## src/rtl/burst_pkg.sv

```systemverilog
package burst_pkg;

    localparam int unsigned WAIT_W = 3;

    typedef struct packed {
        logic [WAIT_W-1:0] wait_n;
        logic              wrap;
        logic              rdy_en;
    } burst_cfg_t;

    localparam burst_cfg_t CFG_RESET = '{wait_n: 3'd7, wrap: 1'b0, rdy_en: 1'b0};

endpackage

```

## src/rtl/burst_cfg_reg.sv

```systemverilog
module burst_cfg_reg
    import burst_pkg::*;
#(
    parameter int unsigned WAIT_MIN = 2,
    parameter int unsigned WAIT_MAX = 7
) (
    input  logic              clk,
    input  logic              rst_n,
    input  logic              wr_en,
    input  logic [WAIT_W-1:0] wr_wait,
    input  logic              wr_wrap,
    input  logic              wr_rdy_en,
    output burst_cfg_t        cfg
);

    localparam logic [WAIT_W-1:0] LO = WAIT_W'(WAIT_MIN);
    localparam logic [WAIT_W-1:0] HI = WAIT_W'(WAIT_MAX);

    burst_cfg_t cfg_d, cfg_q;

    always_comb begin
        cfg_d = cfg_q;
        if (wr_en) begin
            if (wr_wait < LO)      cfg_d.wait_n = LO;
            else if (wr_wait > HI) cfg_d.wait_n = HI;
            else                   cfg_d.wait_n = wr_wait;
            cfg_d.wrap   = wr_wrap;
            cfg_d.rdy_en = wr_rdy_en;
        end
    end

    always_ff @(posedge clk or negedge rst_n) begin
        if (!rst_n) cfg_q <= CFG_RESET;
        else        cfg_q <= cfg_d;
    end

    assign cfg = cfg_q;

endmodule

```

## src/rtl/burst_addr_seq.sv

```systemverilog
module burst_addr_seq
    import burst_pkg::*;
#(
    parameter int unsigned ADDR_W   = 16,
    parameter int unsigned GROUP_LG = 3,
    parameter int unsigned BOUND_LG = 6
) (
    input  logic              clk,
    input  logic              rst_n,
    input  logic              chip_en,
    input  logic              addr_vld,
    input  logic [ADDR_W-1:0] addr_in,
    input  burst_cfg_t        cfg,
    output logic [ADDR_W-1:0] cur_addr,
    output logic              word_valid,
    output logic              act_wrap,
    output logic              act_rdy_en
);

    typedef struct packed {
        logic              busy;
        logic              stall;
        logic [WAIT_W-1:0] cnt;
        logic [ADDR_W-1:0] addr;
        burst_cfg_t        act;
    } seq_t;

    localparam seq_t SEQ_RESET = '{busy: 1'b0, stall: 1'b0, cnt: '0, addr: '0, act: CFG_RESET};

    seq_t s_d, s_q;
    logic [ADDR_W-1:0] lin_next;
    logic [ADDR_W-1:0] wrap_next;
    logic              enter_block;

    assign lin_next    = s_q.addr + 1'b1;
    assign enter_block = (lin_next[BOUND_LG-1:0] == '0);

    generate
        if (GROUP_LG > 0) begin : g_wrap
            logic [GROUP_LG-1:0] low_next;
            assign low_next  = s_q.addr[GROUP_LG-1:0] + 1'b1;
            assign wrap_next = {s_q.addr[ADDR_W-1:GROUP_LG], low_next};
        end else begin : g_nowrap
            assign wrap_next = s_q.addr;
        end
    endgenerate

    always_comb begin
        s_d = s_q;
        if (!chip_en) begin
            s_d.busy  = 1'b0;
            s_d.stall = 1'b0;
        end else if (addr_vld) begin
            s_d.busy  = 1'b1;
            s_d.stall = 1'b0;
            s_d.cnt   = cfg.wait_n;
            s_d.addr  = addr_in;
            s_d.act   = cfg;
        end else if (s_q.busy) begin
            if (s_q.cnt != '0) begin
                s_d.cnt = s_q.cnt - 1'b1;
            end else if (s_q.stall) begin
                s_d.stall = 1'b0;
            end else if (s_q.act.wrap) begin
                s_d.addr = wrap_next;
            end else begin
                s_d.addr  = lin_next;
                s_d.stall = enter_block;
            end
        end
    end

    always_ff @(posedge clk or negedge rst_n) begin
        if (!rst_n) s_q <= SEQ_RESET;
        else        s_q <= s_d;
    end

    assign cur_addr   = s_q.addr;
    assign word_valid = s_q.busy && (s_q.cnt == '0) && !s_q.stall;
    assign act_wrap   = s_q.act.wrap;
    assign act_rdy_en = s_q.act.rdy_en;

endmodule

```

## src/rtl/burst_word_src.sv

```systemverilog
module burst_word_src #(
    parameter int unsigned           ADDR_W = 16,
    parameter int unsigned           DATA_W = 16,
    parameter logic [DATA_W-1:0]     SEED   = 16'hA5C3
) (
    input  logic [ADDR_W-1:0] addr,
    output logic [DATA_W-1:0] word
);

    generate
        for (genvar i = 0; i < DATA_W; i++) begin : g_bit
            assign word[i] = addr[i % ADDR_W] ^ SEED[i];
        end
    endgenerate

endmodule

```

## src/rtl/burst_read_seq.sv

```systemverilog
module burst_read_seq
    import burst_pkg::*;
#(
    parameter int unsigned       ADDR_W   = 16,
    parameter int unsigned       DATA_W   = 16,
    parameter int unsigned       GROUP_LG = 3,
    parameter int unsigned       BOUND_LG = 6,
    parameter int unsigned       WAIT_MIN = 2,
    parameter int unsigned       WAIT_MAX = 7,
    parameter logic [DATA_W-1:0] SEED     = 16'hA5C3
) (
    input  logic              clk,
    input  logic              rst_n,
    input  logic              cfg_we,
    input  logic [WAIT_W-1:0] cfg_wait,
    input  logic              cfg_wrap,
    input  logic              cfg_rdy_en,
    input  logic              chip_en,
    input  logic              out_en,
    input  logic              addr_vld,
    input  logic [ADDR_W-1:0] addr_in,
    output logic [DATA_W-1:0] data_out,
    output logic              data_oe,
    output logic              rdy
);

    burst_cfg_t        cfg;
    logic [ADDR_W-1:0] cur_addr;
    logic              word_valid;
    logic              act_wrap;
    logic              act_rdy_en;

    burst_cfg_reg #(.WAIT_MIN(WAIT_MIN), .WAIT_MAX(WAIT_MAX)) u_cfg (
        .clk       (clk),
        .rst_n     (rst_n),
        .wr_en     (cfg_we),
        .wr_wait   (cfg_wait),
        .wr_wrap   (cfg_wrap),
        .wr_rdy_en (cfg_rdy_en),
        .cfg       (cfg)
    );

    burst_addr_seq #(.ADDR_W(ADDR_W), .GROUP_LG(GROUP_LG), .BOUND_LG(BOUND_LG)) u_seq (
        .clk        (clk),
        .rst_n      (rst_n),
        .chip_en    (chip_en),
        .addr_vld   (addr_vld),
        .addr_in    (addr_in),
        .cfg        (cfg),
        .cur_addr   (cur_addr),
        .word_valid (word_valid),
        .act_wrap   (act_wrap),
        .act_rdy_en (act_rdy_en)
    );

    burst_word_src #(.ADDR_W(ADDR_W), .DATA_W(DATA_W), .SEED(SEED)) u_src (
        .addr (cur_addr),
        .word (data_out)
    );

    assign data_oe = chip_en && out_en;
    assign rdy     = chip_en && word_valid && act_rdy_en;

endmodule

```

## config.mk

```make
export PLATFORM = sky130hd
export DESIGN_NAME = burst_read_seq
export DESIGN_NICKNAME = d
export VERILOG_FILES = /design/src/rtl/burst_pkg.sv /design/src/rtl/burst_cfg_reg.sv /design/src/rtl/burst_addr_seq.sv /design/src/rtl/burst_word_src.sv /design/src/rtl/burst_read_seq.sv
export SDC_FILE = /design/constraint.sdc
export NUM_CORES = 1
export LEC_CHECK = 0
export BUFFER_PORTS_ARGS = -buffer_cell sky130_fd_sc_hd__buf_2
export CAP_MARGIN = 20
export CORE_ASPECT_RATIO = 1.2
export CORE_MARGIN = 3
export CORE_UTILIZATION = 57
export DETAILED_ROUTE_END_ITERATION = 16
export PLACE_DENSITY_LB_ADDON = 0.08
export SYNTH_ARGS = -nofsm -noshare
export SYNTH_HDL_FRONTEND = slang
export SYNTH_SLANG_ARGS = --single-unit
```

## constraint.sdc

```tcl
create_clock -name clk -period 3.85 [get_ports clk]
set_input_delay 0.385 -clock clk [delete_from_list [all_inputs] [get_ports clk]]
set_output_delay 0.385 -clock clk [all_outputs]
set_load 0.01 [all_outputs]
```

### Yosys cells after proc, flatten, opt, wreduce, memory -nomap -nowiden

Cells that the tools add are included.

| operators by class | value |
|---|---|
| equality and inequality tests | 6 |
| mux-type cells | 13 |
| bitwise operators | 8 |
| shift operators | 0 |
| add/sub/neg operators | 3 |
| magnitude comparators | 2 |
| divide/modulo/power cells | 0 |
| reductions and logical operators | 16 |
| multipliers | 0 |

Operator list:

| operator | count |
|---|---|
| two-way mux 16 bit | 3 |
| two-way mux 20 bit | 2 |
| adder 16 x 1 -> 16 bit, second input constant | 1 |
| two-way mux 3 bit | 3 |
| NOT 1 bit | 8 |
| zero test 6 bit | 1 |
| != test 2 bit, second input constant | 3 |
| logical AND 1 bit | 5 |
| AND reduction 5 bit | 1 |
| two-way mux 1 bit | 4 |
| AND reduction 2 bit | 2 |
| AND reduction 4 bit | 1 |
| nonzero test 2 bit | 2 |
| adder 3 x 1 -> 3 bit, second input constant | 1 |
| > comparator 3 bit, second input constant | 1 |
| zero test 3 bit | 1 |
| less-than comparator 3 x 2 -> 1 bit, second input constant | 1 |
| != test 3 x 1 -> 1 bit, second input constant | 1 |
| != test 3 bit, second input constant | 1 |
| AND reduction 3 bit | 1 |
| nonzero test 3 bit | 1 |
| subtractor 3 x 1 -> 3 bit, second input constant | 1 |
| two-way mux 2 bit | 1 |
| != test 2 x 1 -> 1 bit, second input constant | 1 |
| zero test 1 bit | 1 |

| storage, ports and cells | value |
|---|---|
| memory bits (writable) | 0 |
| register bits after elaboration | 28 |
| latch bits | 0 |
| memories kept | 0 |
| bits in read-only memories | 0 |

### Logic depth before layout (Yosys ltp)

| depth | value |
|---|---|
| depth in word-level cells | 8 |
| depth in mapped cells | 7 |
| depth with buffers taken out | 6 |

### Cells and area by module

From an unflattened synthesis, not the netlist that was laid out.

| unflattened totals | value |
|---|---|
| cells, all modules | 227 |
| area, all modules | 1,975.6 µm² |

Modules (own cells, without submodules):

| module | times used | cells each | area each (µm²) | sequential area each (µm²) |
|---|---|---|---|---|
| burst_addr_seq | 1 | 194 | 1,657.8 | 575.6 |
| burst_cfg_reg | 1 | 15 | 215.2 | 128.9 |
| burst_word_src | 1 | 16 | 90.1 | 0.0 |
| burst_read_seq | 1 | 2 | 12.5 | 0.0 |

### Least setup slack after synthesis

No wires, ideal clock.

| timing path | value |
|---|---|
| path type | register to register |
| start | reg u_seq.s_q[21] in the netlist's numbering |
| end | reg u_seq.s_q, in the netlist u_seq.cur_addr[10] |
| slack | 2.108 ns |
| clock period less this slack | 1.742 ns |
| data required time | 3.763 ns |
| data arrival time | 1.655 ns |
| stages on the path, launching flop included | 7 |
| setup time | 0.087 ns |
| buffers on the path | 0 |
| cells stage by stage | dfrtp_1 > inv_1 > ha_1 > nor4bb_1 > nand3_1 > or3_1 > o211ai_1 |

| on the way | value |
|---|---|
| cells in the longest elaborated chain, start to end | 3 |

RTL lines:

| element | RTL line | source |
|---|---|---|
| from (decl) | burst_addr_seq.sv:30 | `seq_t s_d, s_q;` |
| from (signal assigned) | burst_addr_seq.sv:74 | `if (!rst_n) s_q <= SEQ_RESET;` |
| from (signal assigned) | burst_addr_seq.sv:75 | `else s_q <= s_d;` |
| nonzero test 3 bit | burst_addr_seq.sv:60 | `if (s_q.cnt != '0) begin` |
| != test 2 bit (no source line) | - |  |
| AND reduction 5 bit (no source line) | - |  |

Every way passes these cells.
A chain may end at the register's enable or synchronous reset.

### Worst setup path in the final report

| timing path | value |
|---|---|
| start | reg u_seq.s_q[21] in the netlist's numbering |
| end | out rdy |

| on the way | value |
|---|---|
| cells in the longest elaborated chain, start to end | 5 |

RTL lines:

| element | RTL line | source |
|---|---|---|
| zero test 3 bit | burst_addr_seq.sv:79 | `assign word_valid = s_q.busy && (s_q.cnt == '0) && !s_q.stall;` |
| logical AND 1 bit (2 in a row) | burst_addr_seq.sv:79 |  |
| logical AND 1 bit (2 in a row) | burst_read_seq.sv:62 | `assign rdy = chip_en && word_valid && act_rdy_en;` |
| to (decl) | burst_read_seq.sv:24 | `output logic rdy` |

Every way passes these cells.

==> results.sh <==
export IMPL_status="complete, no violations"
export IMPL_nets=268
export IMPL_avgSynthCellArea_sq_um=8.57
export IMPL_cap_violations=0
export IMPL_grt_usage_pct=22.9
export IMPL_firstDrtPassIters=5
export IMPL_numCtsBuffers=3
export IMPL_rr_worst_depth=6
export IMPL_finalClockSkew_ps=5.95
export IMPL_synthCells=206
export IMPL_fillers=258
export IMPL_yosys_area_top_type_share_pct=35.4
export IMPL_h_tree_depth=1
export IMPL_synth_seq_cells=28
export IMPL_syn2layout_area_growth_pct=11.8
export IMPL_finalSetupViolations=0
export IMPL_post_route_min_period_ps=2460
export IMPL_synth_commonest_cells="dfrtp_1, o21ai_0, nand2_1"
export IMPL_yosysSeqAreaShare_pct=39.9
export IMPL_clk_insertion_delay_late_ps=330
export IMPL_hold_class="in2async"
export IMPL_cts_root_buf="clkbuf_4"
export IMPL_setup_slack_ps=1390
export IMPL_synthDistinctLibCells=39
export IMPL_vias=1638
export IMPL_place_hpwl_um=3020
export IMPL_grt_first_pass_wirelength_um=7020
export IMPL_p_int_uw=562
export IMPL_clkPwrFrac_pct=22.5
export IMPL_yosysWarnings=0
export IMPL_r2r_slack_ps=1660
export IMPL_drtAntennaViolNets=0
export IMPL_worst_setup_path_end_kind="output pin"
export IMPL_core_area_sq_um=2860
export IMPL_total_power_uw=863
export IMPL_cp_start_kind="flop"
export IMPL_drcViolationCount=0
export IMPL_cts_hold_buffers=0
export IMPL_p_sw_uw=301
export IMPL_finalHoldViolations=0
export IMPL_combinationalPowerShare_pct=28.4
export IMPL_crit_fanout=4
export IMPL_design_area_sq_um=1970
export IMPL_post_synth_top_count_cell="dfrtp_1"
export IMPL_rsz0062_at_grt="false"
export IMPL_max_slew_margin_pct=53.4
export IMPL_synth_edff_count=0
export IMPL_ys_flop_type="dfrtp_1"
export IMPL_crit_buf_inv=2
export IMPL_drive_above_1_share_pct=25.0
export IMPL_vdd_ir_drop_max_mv=0.287
export IMPL_report_final_slew_viol_count=0
export IMPL_post_cts_repair_setup_buffers=0
export IMPL_crit_chain="inv_1 -> ha_1 -> nor4bb_1 -> and3_1 -> buf_2"
export IMPL_numPortBuffers=44
export IMPL_place_congestion=0.819
export IMPL_r2r_end="u_seq.cur_addr[10]$_DFFE_PN0P_"
export IMPL_grt_max_degree=29
export IMPL_final_cells=270
export IMPL_diodes=0
export IMPL_power_density_nw_per_um2=437
export IMPL_wl_per_cell_um=15.3
export IMPL_dp_cells=266
export IMPL_fp_row_count=21
export IMPL_clk_pin_slew_ps=160
export IMPL_synth_top_cell_by_area="dfrtp_1"
export IMPL_timing_rr_start="u_seq.s_q[21]$_DFFE_PN0P_"
export IMPL_clock_sinks=28
export IMPL_synthArstFlopShare_pct=100
export IMPL_crit_path_max_incr_delay_ps=640
export IMPL_syn_area_sq_um=1770
export IMPL_tritoncts="built"
export IMPL_cts_resized=0
export IMPL_p_leak_nw=0.891
export IMPL_avgViaCountPerCell=6.07
export IMPL_max_freq_ghz=0.406
export IMPL_ys_top_cells_by_area="dfrtp_1, o21ai_0, dfstp_2, nand2_1, a21oi_1"
export IMPL_crit_path_start="u_seq.s_q[21]$_DFFE_PN0P_"
export IMPL_critical_path_top_delay_family="simple AND/OR/NAND/NOR gates"
export IMPL_antenna_found_initial=0
export IMPL_drt_first_iter_violations=83
export IMPL_p_seq_share_pct=49.1
export IMPL_worst_pin_slew_ps=689
export IMPL_die_width_um=56.8
export IMPL_tns_ps=0
export IMPL_slowest_stage="nor4bb_1"
export IMPL_dieArea_sq_um=3800
export IMPL_die_h_um=67.0
export IMPL_worst_endpoint_required_ps=3460
export IMPL_pre_cts_ws_ps=1720
export IMPL_ios=45
export IMPL_crit_type="reg2out"
export IMPL_finalCritPeriodShare_pct=63.9
export IMPL_syn_nets=237
export IMPL_swShare_pct=34.9
export IMPL_cp_depth=5
export IMPL_worst_ep_arrival_time_ps=2080
export IMPL_crit_path_end="rdy"
export IMPL_gr_total_overflow=0
export IMPL_start_util_pct=61.6
export IMPL_first_global_vias=1609
export IMPL_drt_wl_total_um=4130
export IMPL_dpl_cell_area_sq_um=1920
export IMPL_clockBufferDepth=2
-- layout make-up --
type                    count  area (sq um)  area share [%]
multi-input cells         144           893            45.3
flip-flops and latches     28           704            35.7
inverters                  16          60.1            3.04
well taps                  34          42.5            2.16
clock inverters             1          30.0            1.52
clock buffers               3          22.5            1.14
repair buffers             44           220            11.2
-- cells in the final DEF, fill, tap and decap left out, drive strengths merged, types with 6 or more instances in the layout --
cell type,synthesis,routed
a21oi,12,12
a22oi,7,7
buf,8,44
dfrtp,25,25
inv,16,16
nand2,17,17
nand3,9,9
nor2,9,9
nor3,8,8
nor4,6,6
o21ai,22,22
-- registers in the layout (all words and copies together), names as in the netlist --
signal,cells
u_seq.cur_addr,16
u_cfg.cfg,5
u_seq.s_q,5
u_seq.act_rdy_en,1
u_seq.act_wrap,1
-- metal layers --
layer	up-vias	track usage, %	part of all wire [%]
met1	783	26.3	41
met3	0	3.10	5.9
met5	-	0	0
met2	53	44.1	53
met4	0	6.38	0
li1	802	-	-
-- power by group through the flow --
| stage | Sequential, mW | Combinational, mW | Clock (mW) |
|---|---|---|---|
| floorplan | 0.407 | 0.198 | 0 |
| global placement | 0.423 | 0.236 | 0 |
| detailed placement | 0.429 | 0.244 | 0 |
| CTS | 0.422 | 0.246 | 0.199 |
| global route | 0.434 | 0.278 | 0.208 |
| finish | 0.423 | 0.245 | 0.194 |
-- cells by family after synthesis --
group / synth area share, %
multiplexers: 4.75
adder cells (fa/ha/maj): 2.83
AO/OA/AOI/OAI: 19.7
flip-flops: 39.9
XOR/XNOR: 0.992
buffers and inverters: 9.50
AND/OR/NAND/NOR: 22.3
-- worst min-delay path by stage --
stage | cells past startpoint | endpoint | slack, ps
5_1_grt | 1 | u_seq.cur_addr[15]$_DFFE_PN0P_ | 90
2_1_floorplan | 0 | u_cfg.cfg[0]$_DFFE_PN0P_ | 90
6_report | 1 | u_seq.cur_addr[15]$_DFFE_PN0P_ | 50
3_5_place_dp | 1 | u_seq.cur_addr[15]$_DFFE_PN0P_ | 450
4_1_cts | 1 | u_seq.cur_addr[15]$_DFFE_PN0P_ | 70
3_3_place_gp | 1 | u_seq.cur_addr[9]$_DFFE_PN0P_ | 430
-- stage by stage --
step,util (%),hold WS [ps]
finish,68.9,52.9
global route,68.9,86.3
CTS,68.9,68.0
detailed placement,67.1,449
global placement,67.1,433
floorplan,-,89.4
No activity file was read; power rests on OpenSTA's default activity.
